## config.mk

```make
export PLATFORM = sky130hd
export DESIGN_NAME = disp_mode_cmd_dec
export DESIGN_NICKNAME = d
export VERILOG_FILES = /design/src/rtl/disp_cmd_pkg.sv /design/src/rtl/disp_mode_dec.sv /design/src/rtl/disp_raster_dec.sv /design/src/rtl/disp_clk_combine.sv /design/src/rtl/disp_mode_cmd_dec.sv
export SDC_FILE = /design/constraint.sdc
export NUM_CORES = 1
export LEC_CHECK = 0
export ABC_AREA = 1
export BUFFER_PORTS_ARGS = -buffer_cell sky130_fd_sc_hd__clkbuf_2
export CAP_MARGIN = 20
export CORE_MARGIN = 2
export CORE_UTILIZATION = 39
export DETAILED_ROUTE_END_ITERATION = 12
export PLACE_DENSITY = 0.79
export SETUP_SLACK_MARGIN = 0.15
export SYNTH_ARGS = -nofsm -noshare
export SYNTH_HDL_FRONTEND = slang
export SYNTH_SLANG_ARGS = --single-unit
```

## constraint.sdc

```tcl
create_clock -name clk -period 0.8 [get_ports clk]
set_input_delay 0.16 -clock clk [delete_from_list [all_inputs] [get_ports clk]]
set_output_delay 0.16 -clock clk [all_outputs]
set_load 0.02 [all_outputs]
```

## src/rtl/disp_cmd_pkg.sv

```systemverilog
package disp_cmd_pkg;

  // Mode port command pairs (LSB carries the value)
  localparam logic [7:0] MC_C16   = 8'h00;
  localparam logic [7:0] MC_EXT   = 8'h04;
  localparam logic [7:0] MC_UNL   = 8'h06;
  localparam logic [7:0] MC_C256  = 8'h20;
  localparam logic [7:0] MC_PANEL = 8'h40;
  localparam logic [7:0] MC_WIDE  = 8'h68;
  localparam logic [7:0] MC_CLK1  = 8'h82;
  localparam logic [7:0] MC_CLK2  = 8'h84;

  // Raster port command pairs
  localparam logic [7:0] RC_ATTR  = 8'h00;
  localparam logic [7:0] RC_COL40 = 8'h04;
  localparam logic [7:0] RC_HIDE  = 8'h08;
  localparam logic [7:0] RC_DISP  = 8'h0E;

  function automatic logic fast_of(input logic b1, input logic b2);
    return b1 & b2;
  endfunction

  function automatic logic analog_of(input logic c16, input logic c256);
    return c16 | c256;
  endfunction

  // A set request passes only if its gate is open; a clear always passes.
  function automatic logic gated_write(input logic val, input logic set_ok);
    return ~val | set_ok;
  endfunction

endpackage

```

## src/rtl/disp_mode_dec.sv

```systemverilog
module disp_mode_dec
  import disp_cmd_pkg::*;
#(
  parameter int CMD_W = 8
) (
  input  logic             clk,
  input  logic             rst_n,
  input  logic             vld,
  input  logic [CMD_W-1:0] cmd,
  input  logic             cap_16c,
  input  logic             cap_ext,
  input  logic             cap_256,
  output logic             c16_o,
  output logic             ext_o,
  output logic             c256_o,
  output logic             panel_o,
  output logic             wide_o,
  output logic             b1_o,
  output logic             b2_o
);

  function automatic logic pair_hit(input logic [CMD_W-1:0] c, input logic [7:0] code);
    logic [CMD_W-1:0] w;
    w = CMD_W'(code);
    return (c >> 1) == (w >> 1);
  endfunction

  logic lsb;
  assign lsb = cmd[0];

  // Named decode events
  logic hit_c16, hit_unl, hit_ext, hit_c256, hit_panel, hit_wide, hit_b1, hit_b2;
  assign hit_c16   = vld & pair_hit(cmd, MC_C16);
  assign hit_unl   = vld & pair_hit(cmd, MC_UNL);
  assign hit_ext   = vld & pair_hit(cmd, MC_EXT);
  assign hit_c256  = vld & pair_hit(cmd, MC_C256);
  assign hit_panel = vld & pair_hit(cmd, MC_PANEL);
  assign hit_wide  = vld & pair_hit(cmd, MC_WIDE);
  assign hit_b1    = vld & pair_hit(cmd, MC_CLK1);
  assign hit_b2    = vld & pair_hit(cmd, MC_CLK2);

  logic unl_q;
  logic wr_c16, wr_ext, wr_c256;
  assign wr_c16  = hit_c16  & gated_write(lsb, cap_16c);
  assign wr_ext  = hit_ext  & unl_q & gated_write(lsb, cap_ext);
  assign wr_c256 = hit_c256 & unl_q & cap_ext & gated_write(lsb, cap_256);

  always_ff @(posedge clk) begin
    if (!rst_n) begin
      unl_q   <= 1'b0;
      c16_o   <= 1'b0;
      ext_o   <= 1'b0;
      c256_o  <= 1'b0;
      panel_o <= 1'b0;
      wide_o  <= 1'b0;
      b1_o    <= 1'b0;
      b2_o    <= 1'b0;
    end else begin
      if (hit_unl)   unl_q   <= lsb;
      if (wr_c16)    c16_o   <= lsb;
      if (wr_ext)    ext_o   <= lsb;
      if (wr_c256)   c256_o  <= lsb;
      if (hit_panel) panel_o <= lsb;
      if (hit_wide)  wide_o  <= lsb;
      if (hit_b1)    b1_o    <= lsb;
      if (hit_b2)    b2_o    <= lsb;
    end
  end

  p_c16_strap_r2: assert property (@(posedge clk) disable iff (!rst_n)
    !cap_16c |=> !$rose(c16_o));

  p_ext_locked_r3: assert property (@(posedge clk) disable iff (!rst_n)
    !unl_q |=> $stable(ext_o));

  p_c256_gate_r4: assert property (@(posedge clk) disable iff (!rst_n)
    (!unl_q || !cap_ext) |=> $stable(c256_o));

  p_mode_quiet_r10: assert property (@(posedge clk) disable iff (!rst_n)
    !vld |=> $stable({unl_q, c16_o, ext_o, c256_o, panel_o, wide_o, b1_o, b2_o}));

endmodule

```

## src/rtl/disp_raster_dec.sv

```systemverilog
module disp_raster_dec
  import disp_cmd_pkg::*;
#(
  parameter int CMD_W = 8
) (
  input  logic             clk,
  input  logic             rst_n,
  input  logic             vld,
  input  logic [CMD_W-1:0] cmd,
  output logic             attr_o,
  output logic             col40_o,
  output logic             hide_o,
  output logic             disp_o
);

  localparam int NFLAG = 4;
  localparam logic [7:0] CODES [NFLAG] = '{RC_ATTR, RC_COL40, RC_HIDE, RC_DISP};

  logic [NFLAG-1:0] hit;
  logic [NFLAG-1:0] flag_q;

  for (genvar g = 0; g < NFLAG; g++) begin : g_flag
    logic [CMD_W-1:0] code_w;
    assign code_w = CMD_W'(CODES[g]);
    assign hit[g] = vld & ((cmd >> 1) == (code_w >> 1));
    always_ff @(posedge clk) begin
      if (!rst_n)      flag_q[g] <= 1'b0;
      else if (hit[g]) flag_q[g] <= cmd[0];
    end
  end

  assign attr_o  = flag_q[0];
  assign col40_o = flag_q[1];
  assign hide_o  = flag_q[2];
  assign disp_o  = flag_q[3];

  p_ras_onehot_r9: assert property (@(posedge clk) disable iff (!rst_n)
    $onehot0(hit));

  p_ras_quiet_r10: assert property (@(posedge clk) disable iff (!rst_n)
    !vld |=> $stable(flag_q));

endmodule

```

## src/rtl/disp_clk_combine.sv

```systemverilog
module disp_clk_combine
  import disp_cmd_pkg::*;
(
  input  logic clk,
  input  logic rst_n,
  input  logic b1,
  input  logic b2,
  output logic fast_o,
  output logic chg_o
);

  logic fast_prev_q;

  assign fast_o = fast_of(b1, b2);

  always_ff @(posedge clk) begin
    if (!rst_n) fast_prev_q <= 1'b0;
    else        fast_prev_q <= fast_o;
  end

  assign chg_o = fast_o ^ fast_prev_q;

  p_fast_pulse_r7: assert property (@(posedge clk) disable iff (!rst_n)
    chg_o |-> !$stable(fast_o));

  p_fast_quiet_r7: assert property (@(posedge clk) disable iff (!rst_n)
    $stable(fast_o) |-> !chg_o);

endmodule

```

## src/rtl/disp_mode_cmd_dec.sv

```systemverilog
module disp_mode_cmd_dec
  import disp_cmd_pkg::*;
#(
  parameter int CMD_W = 8
) (
  input  logic             clk,
  input  logic             rst_n,
  input  logic             mode_vld,
  input  logic [CMD_W-1:0] mode_cmd,
  input  logic             ras_vld,
  input  logic [CMD_W-1:0] ras_cmd,
  input  logic             cap_16c,
  input  logic             cap_ext,
  input  logic             cap_256,
  output logic             color16_en,
  output logic             extgfx_en,
  output logic             color256_en,
  output logic             panel_sel,
  output logic             vram_wide,
  output logic             clk_bit1,
  output logic             clk_bit2,
  output logic             fast_clk,
  output logic             fast_clk_chg,
  output logic             analog_pal,
  output logic             attr4_gfx,
  output logic             col40,
  output logic             hide_odd,
  output logic             disp_en
);

  disp_mode_dec #(.CMD_W(CMD_W)) u_mode (
    .clk     (clk),
    .rst_n   (rst_n),
    .vld     (mode_vld),
    .cmd     (mode_cmd),
    .cap_16c (cap_16c),
    .cap_ext (cap_ext),
    .cap_256 (cap_256),
    .c16_o   (color16_en),
    .ext_o   (extgfx_en),
    .c256_o  (color256_en),
    .panel_o (panel_sel),
    .wide_o  (vram_wide),
    .b1_o    (clk_bit1),
    .b2_o    (clk_bit2)
  );

  disp_raster_dec #(.CMD_W(CMD_W)) u_ras (
    .clk     (clk),
    .rst_n   (rst_n),
    .vld     (ras_vld),
    .cmd     (ras_cmd),
    .attr_o  (attr4_gfx),
    .col40_o (col40),
    .hide_o  (hide_odd),
    .disp_o  (disp_en)
  );

  disp_clk_combine u_clk (
    .clk    (clk),
    .rst_n  (rst_n),
    .b1     (clk_bit1),
    .b2     (clk_bit2),
    .fast_o (fast_clk),
    .chg_o  (fast_clk_chg)
  );

  assign analog_pal = analog_of(color16_en, color256_en);

  p_fast_bits_r6: assert property (@(posedge clk) disable iff (!rst_n)
    fast_clk |-> (clk_bit1 && clk_bit2));

  p_analog_src_r8: assert property (@(posedge clk) disable iff (!rst_n)
    analog_pal |-> (color16_en || color256_en));

  p_c256_analog_r8: assert property (@(posedge clk) disable iff (!rst_n)
    color256_en |-> analog_pal);

endmodule

```

==> qor.csv, run 1 <==
metric,value,unit
cts_root_buf,clkbuf_4,
nNetsFinal,193,
drive_gt1_share,66.86,%
p_leak,0.6691,nW
syn_inst,118,
cts_hold_buf,0,
dp_slack,-0.1933,ns
p_int,956.8,uW
clkPwrFrac,30.2,%
fin_ws,-0.3443,ns
slew_headroom,79.46,%
antenna_left,0,
ir_worst_vdd,0.0007591,V
seqPwrFrac,47.2,%
row_count,15,
path_cells,"or2_4, buf_8",
postRouteWirelength,2568,um
crit_path_max_fanout,2,
crit_type,reg -> out,
setup_violations,18,
io_pins,37,
synth_seq_cells,13,
fin_crit_sh,143.0,%
drt_iter0_markers,11,
tritoncts,built,
die_y,47.51,um
p_comb_share,22.6,%
syn_nets,141,
fin_skew,0.007837,ns
grt_max_degree,13,
hold_viol_final,0,
core,1745,um2
htreeDepth,1,
fmaxAchievable,873.9,MHz
die_w,47.51,um
final_cell_mix,"18 x nor2_1, 15 x nand2_1, 15 x clkbuf_2, 15 x buf_8, 12 x inv_1",
gp_congestion,0.8347,
syn2layout_area_growth,103.4,%
clock_sinks,13,
ys_seq_area_share,35.25,%
grt_pass1_vias,846,
clk_pin_slew_worst_paths,0.08,ns
yosys_warnings,0,
period_needed,1.144,ns
port_buffers,36,
clockBufferDepth,2,
synth_top_area_share,35.25,%
rsz0062_at_grt,true,
clk_latency,0.28,ns
power_switching,399.2,uW
vias_per_cell,4.918,
place_hpwl,1626,um
max_cap_viol_count,0,
antenna_found_initial,0,
cts_inserted_buffers,3,
start_kind,flip-flop,
drc_errors,0,
drv_slew,0,
avgRoutedWirePerCell,13.24,um
final_common_cell,nor2_1,
cp-end-kind,output port,
syn_area,738.2,um2
hold_class,in -> reg,
synth_area_leaders,"dfxtp_1 35%, nor2_1 14%, nand2_1 10%, nand3_1 8.1%, inv_1 7.6%",
grt_pass1_wl,3318,um
first_pass_iters,5,
routed-via-count,954,
tightestPinTransition,0.3080,ns
antenna_cells,0,
cp_data_required_time,0.64,ns
outcome,finished with violations,
switching_share,29.44,%
slowest_delay,0.33,ns
initial_core_util,42.29,%
cpMaxStageDelayCell,dfxtp_2,
die-area,2257,um2
synth_cell_types,19,
fin_util,86.02,%
grt_overflow,0,
yosys.area.top_type,dfxtp_1,
synth_area_per_cell,6.256,um2
cp_data_arrival_time,0.98,ns
powerDensity,903.2,nW/um2
violations,negative setup slack,
r2r_slack,-0.03,ns
grt.total_usage,20.56,%
[what timing repair did]
| action | 4_1_cts | 5_1_grt |
|---|---|---|
| resized for setup | 43 | 60 |
| setup endpoints to repair | 20 | 26 |
| pin swaps | 13 | 21 |
| gates cloned | 0 | 0 |
| buffers inserted | 1 | 3 |
[stage by stage]
stage / area, um2 / cells / total power [mW] / hold slack, ns / TNS, ns
6_report: 1501 / 194 / 1.356 / 0.1014 / -2.579
4_1_cts: 1328 / 191 / 1.290 / 0.1256 / -2.668
3_5_place_dp: 1134 / 186 / 0.8895 / 0.4163 / -1.463
3_3_place_gp: 1134 / 186 / 0.8811 / 0.4028 / -1.115
5_1_grt: 1501 / 194 / 1.422 / 0.1071 / -3.217
2_1_floorplan: 867.1 / 118 / 0.7606 / 0.2756 / -0.03999
[flip-flops by register name (all words and copies together), names as in the netlist]
name	flops
u_ras.disp_o	1
u_clk.fast_prev_q	1
u_mode.ext_o	1
u_mode.c256_o	1
u_ras.col40_o	1
u_mode.wide_o	1
u_ras.hide_o	1
u_ras.attr_o	1
u_mode.c16_o	1
u_mode.b2_o	1
u_mode.panel_o	1
u_mode.b1_o	1
u_mode.unl_q	1
[worst max-delay path: cells and delay by family (launching register included)]
family                 cells  cell delay, ns
AND/OR/NAND/NOR            1            0.25
buffers and inverters      1            0.13
flip-flops                 1            0.33
[layer usage]
metal	vias to the layer above	track usage, %	share of wire [%]
li1	475	-	-
met1	442	23.69	35
met2	33	38.65	59
met3	4	3.774	4.9
met4	0	5.000	1.2
met5	-	0	0
[power by group through the flow]
stage / registers [mW] / clock network, mW / logic, mW
after floorplan: 0.660 / 0 / 0.100
after global placement: 0.658 / 0 / 0.223
after detailed placement: 0.658 / 0 / 0.231
after global routing: 0.641 / 0.455 / 0.327
final: 0.640 / 0.409 / 0.306
after CTS: 0.643 / 0.403 / 0.244
[layout make-up]
| cell class | instances | area [um2] |
|---|---|---|
| Tap cell | 25 | 31.28 |
| Sequential cell | 13 | 282.8 |
| Clock buffer | 4 | 26.28 |
| Multi-Input combinational cell | 87 | 628.1 |
| Fill cell | 99 | 244.0 |
| Inverter | 17 | 80.08 |
| Timing Repair Buffer | 48 | 452.9 |
[synthesized netlist by cell type]
cell type / n
o21ai_1: 2
nor2_4: 1
nand2_1: 20
o21ai_0: 2
inv_2: 1
buf_2: 1
nor3_1: 6
nand2_2: 2
or2_2: 1
nand3_2: 2
nand3_1: 12
nand4_1: 1
clkinv_2: 1
dfxtp_1: 13
xnor2_1: 1
a21oi_1: 5
inv_1: 15
nor2_1: 27
nor2_2: 5
[final timing paths]
kind / cells after the start / end / start
worst max-delay path: 2 / analog_pal / u_mode.c256_o
worst min register to register: 2 / u_mode.ext_o / u_mode.ext_o
worst max register to register: 4 / u_mode.c16_o / u_mode.c16_o
worst min-delay path: 3 / u_mode.c256_o / cap_256
[cells by family after synthesis]
kind of cell    count (synthesis)  share of synthesized area (%)
xor+xnor                        1                          1.187
simple gates                   77                          47.97
compound gates                  9                          6.101
buf+inv                        18                          9.489
flops                          13                          35.25
(Power assumes the default switching activity.)
==> run 2, diff against run 1 <==
--- a/config.mk
+++ b/config.mk
@@ -5,7 +5,6 @@
 export SDC_FILE = /design/constraint.sdc
 export NUM_CORES = 1
 export LEC_CHECK = 0
-export ABC_AREA = 1
 export BUFFER_PORTS_ARGS = -buffer_cell sky130_fd_sc_hd__clkbuf_2
 export CAP_MARGIN = 20
 export CORE_MARGIN = 2
==> constraint.sdc (replaced) <==
create_clock -name clk -period 1 [get_ports clk]
set_input_delay 0.2 -clock clk [delete_from_list [all_inputs] [get_ports clk]]
set_output_delay 0.2 -clock clk [all_outputs]
set_load 0.02 [all_outputs]
==> qor.csv, run 2 <==
metric,value,unit
outcome,finished with violations,
violations,negative setup slack,
fin_ws,-0.2777,ns
slew_headroom,75.75,%
fmaxAchievable,782.7,MHz
vias_per_cell,5.213,
hold_class,in -> reg,
drv_slew,0,
initial_core_util,41.59,%
slowest_delay,0.35,ns
drive_gt1_share,73.08,%
final_cell_mix,"17 x clkbuf_2, 15 x buf_8, 14 x buf_4",
die_y,46.91,um
r2r_slack,0.03,ns
antenna_left,0,
fin_crit_sh,127.8,%
grt_pass1_vias,782,
antenna_cells,0,
synth_most_common_cell,dfxtp_1,
grt_max_degree,9,
crit_path_max_fanout,2,
grt_overflow,0,
tritoncts,built,
routed-via-count,808,
synth_seq_cells,13,
powerDensity,734.6,nW/um2
die_w,46.91,um
placed_area,1046,um2
avgRoutedWirePerCell,14.37,um
cp_top_family,flip-flops,
die-area,2201,um2
place_inst,139,
place_hpwl,1456,um
yosys_warnings,0,
port_buffers,36,
period_needed,1.278,ns
syn_nets,93,
ys_seq_area_share,36.24,%
cpMaxStageDelayCell,dfxtp_4,
path_cells,"and2_4, xor2_4, buf_8",
cp_data_required_time,0.80,ns
io_pins,37,
crit_type,reg -> out,
synth_area_leaders,"dfxtp_1 36%, a21bo_2 7.0%, nor4b_4 6.6%, mux2i_1 5.6%, nand3_1 4.2%",
synth_top_area_share,36.24,%
core,1727,um2
max_cap_viol_count,0,
gp_congestion,0.8341,
tightestPinTransition,0.3623,ns
postRouteWirelength,2228,um
start_kind,flip-flop,
yosys_most_used_dff,dfxtp_1,
clk_pin_slew_worst_paths,0.08,ns
synth_area_per_cell,10.26,um2
synth_cell_types,32,
design_area,1441,um2
clk_latency,0.29,ns
ir_worst_vdd,0.0006863,V
syn_area,718.2,um2
grt.total_usage,22.30,%
drc_errors,0,
total_power,1.059,mW
grt_pass1_wl,3456,um
synth_edf_count,0,
htreeDepth,1,
cts_root_buf,clkbuf_4,
nNetsFinal,154,
row_count,15,
yosys.area.top_type,dfxtp_1,
clockBufferDepth,2,
final_common_cell,clkbuf_2,
fin_cells,155,
fin_skew,0.0006770,ns
yosys-top-cells-count,"13 x dfxtp_1, 6 x nand3_1, 5 x a21bo_2, 5 x a21oi_1, 5 x nand2_1",
antenna_found_initial,0,
critPathBufInv,1,
p_leak,0.6450,nW
clock_sinks,13,
drt_iter0_markers,15,
syn2layout_area_growth,100.7,%
dp_slack,-0.2014,ns
cp-end-kind,output port,
fin_util,83.48,%
hold_viol_final,0,
cts_hold_buf,0,
rsz0062_at_grt,true,
setup_violations,6,
cts_inserted_buffers,3,
cp_data_arrival_time,1.08,ns
syn_inst,70,
first_pass_iters,4,
synth-async-reset-ratio,0,%
[run 2: changes by cell type in the layout (fill, tap and decap cells not counted), moves of 6 or more]
cell     delta
nor2_1     -17
nand2_1    -11
inv_1      -10
nand3_2     -9
nor2_4      -9
nor2_2      -6
[run 2: worst register-to-register path, delay by kind of cell (launching register included)]
kind	cells	cell delay (ns)
DFF	1	0.33
buffers and inverters	2	0.21
AOI/OAI and AO/OA	2	0.32
[run 2: per-layer routing]
metal | vias up | share of wire (%) | global-route usage, %
li1 | 397 | - | -
met1 | 378 | 41 | 27.83
met2 | 30 | 53 | 38.08
met3 | 3 | 4.8 | 3.077
met4 | 0 | 1.2 | 10.00
met5 | - | 0 | 0
[run 2: repair_timing]
item	4_1_cts	5_1_grt
gates resized for setup	48	32
setup buffers	9	3
setup endpoints to repair	20	24
pin swaps	8	4
[run 2: logic make-up after synthesis]
logic type | Yosys count | synth area share (%)
compound gates | 15 | 16.73
mux | 4 | 5.575
xor+xnor | 1 | 1.220
simple gates | 34 | 38.50
flops | 13 | 36.24
buf+inv | 3 | 1.742
[run 2: metrics by stage]
step / setup TNS, ns / hold slack, ns
final: -1.129 / 0.1903
after detailed placement: -1.485 / 0.4604
after CTS: -1.232 / 0.1841
after global placement: -1.200 / 0.4453
after global routing: -1.287 / 0.2176
after floorplan: -0.008783 / 0.3371
[run 2: where the power goes]
| group | switching (mW) | leakage (nW) | internal, mW | total (mW) |
|---|---|---|---|---|
| Sequential | 0.000777 | 0.111 | 0.512 | 0.513 |
| Clock | 0.194 | 0.0150 | 0.155 | 0.349 |
| Combinational | 0.0909 | 0.519 | 0.106 | 0.197 |
| Total | 0.286 | 0.645 | 0.773 | 1.06 |
[run 2: path summary, 6_finish.rpt]
check | startpoint | end | cells after the start
hold reg to reg | u_mode.panel_o | u_mode.panel_o | 2
hold / removal | ras_cmd[0] | u_ras.hide_o | 3
setup reg to reg | u_mode.c256_o | u_mode.c256_o | 4
setup / recovery | u_mode.b2_o | fast_clk_chg | 3
[run 2: layout make-up]
cell class	instances	area, um2
multi-input cells	54	531.8
inverters	2	7.507
well taps	25	31.28
clock buffers	4	26.28
flip-flops and latches	13	280.3
repair buffers	57	564.3
fillers	97	285.3
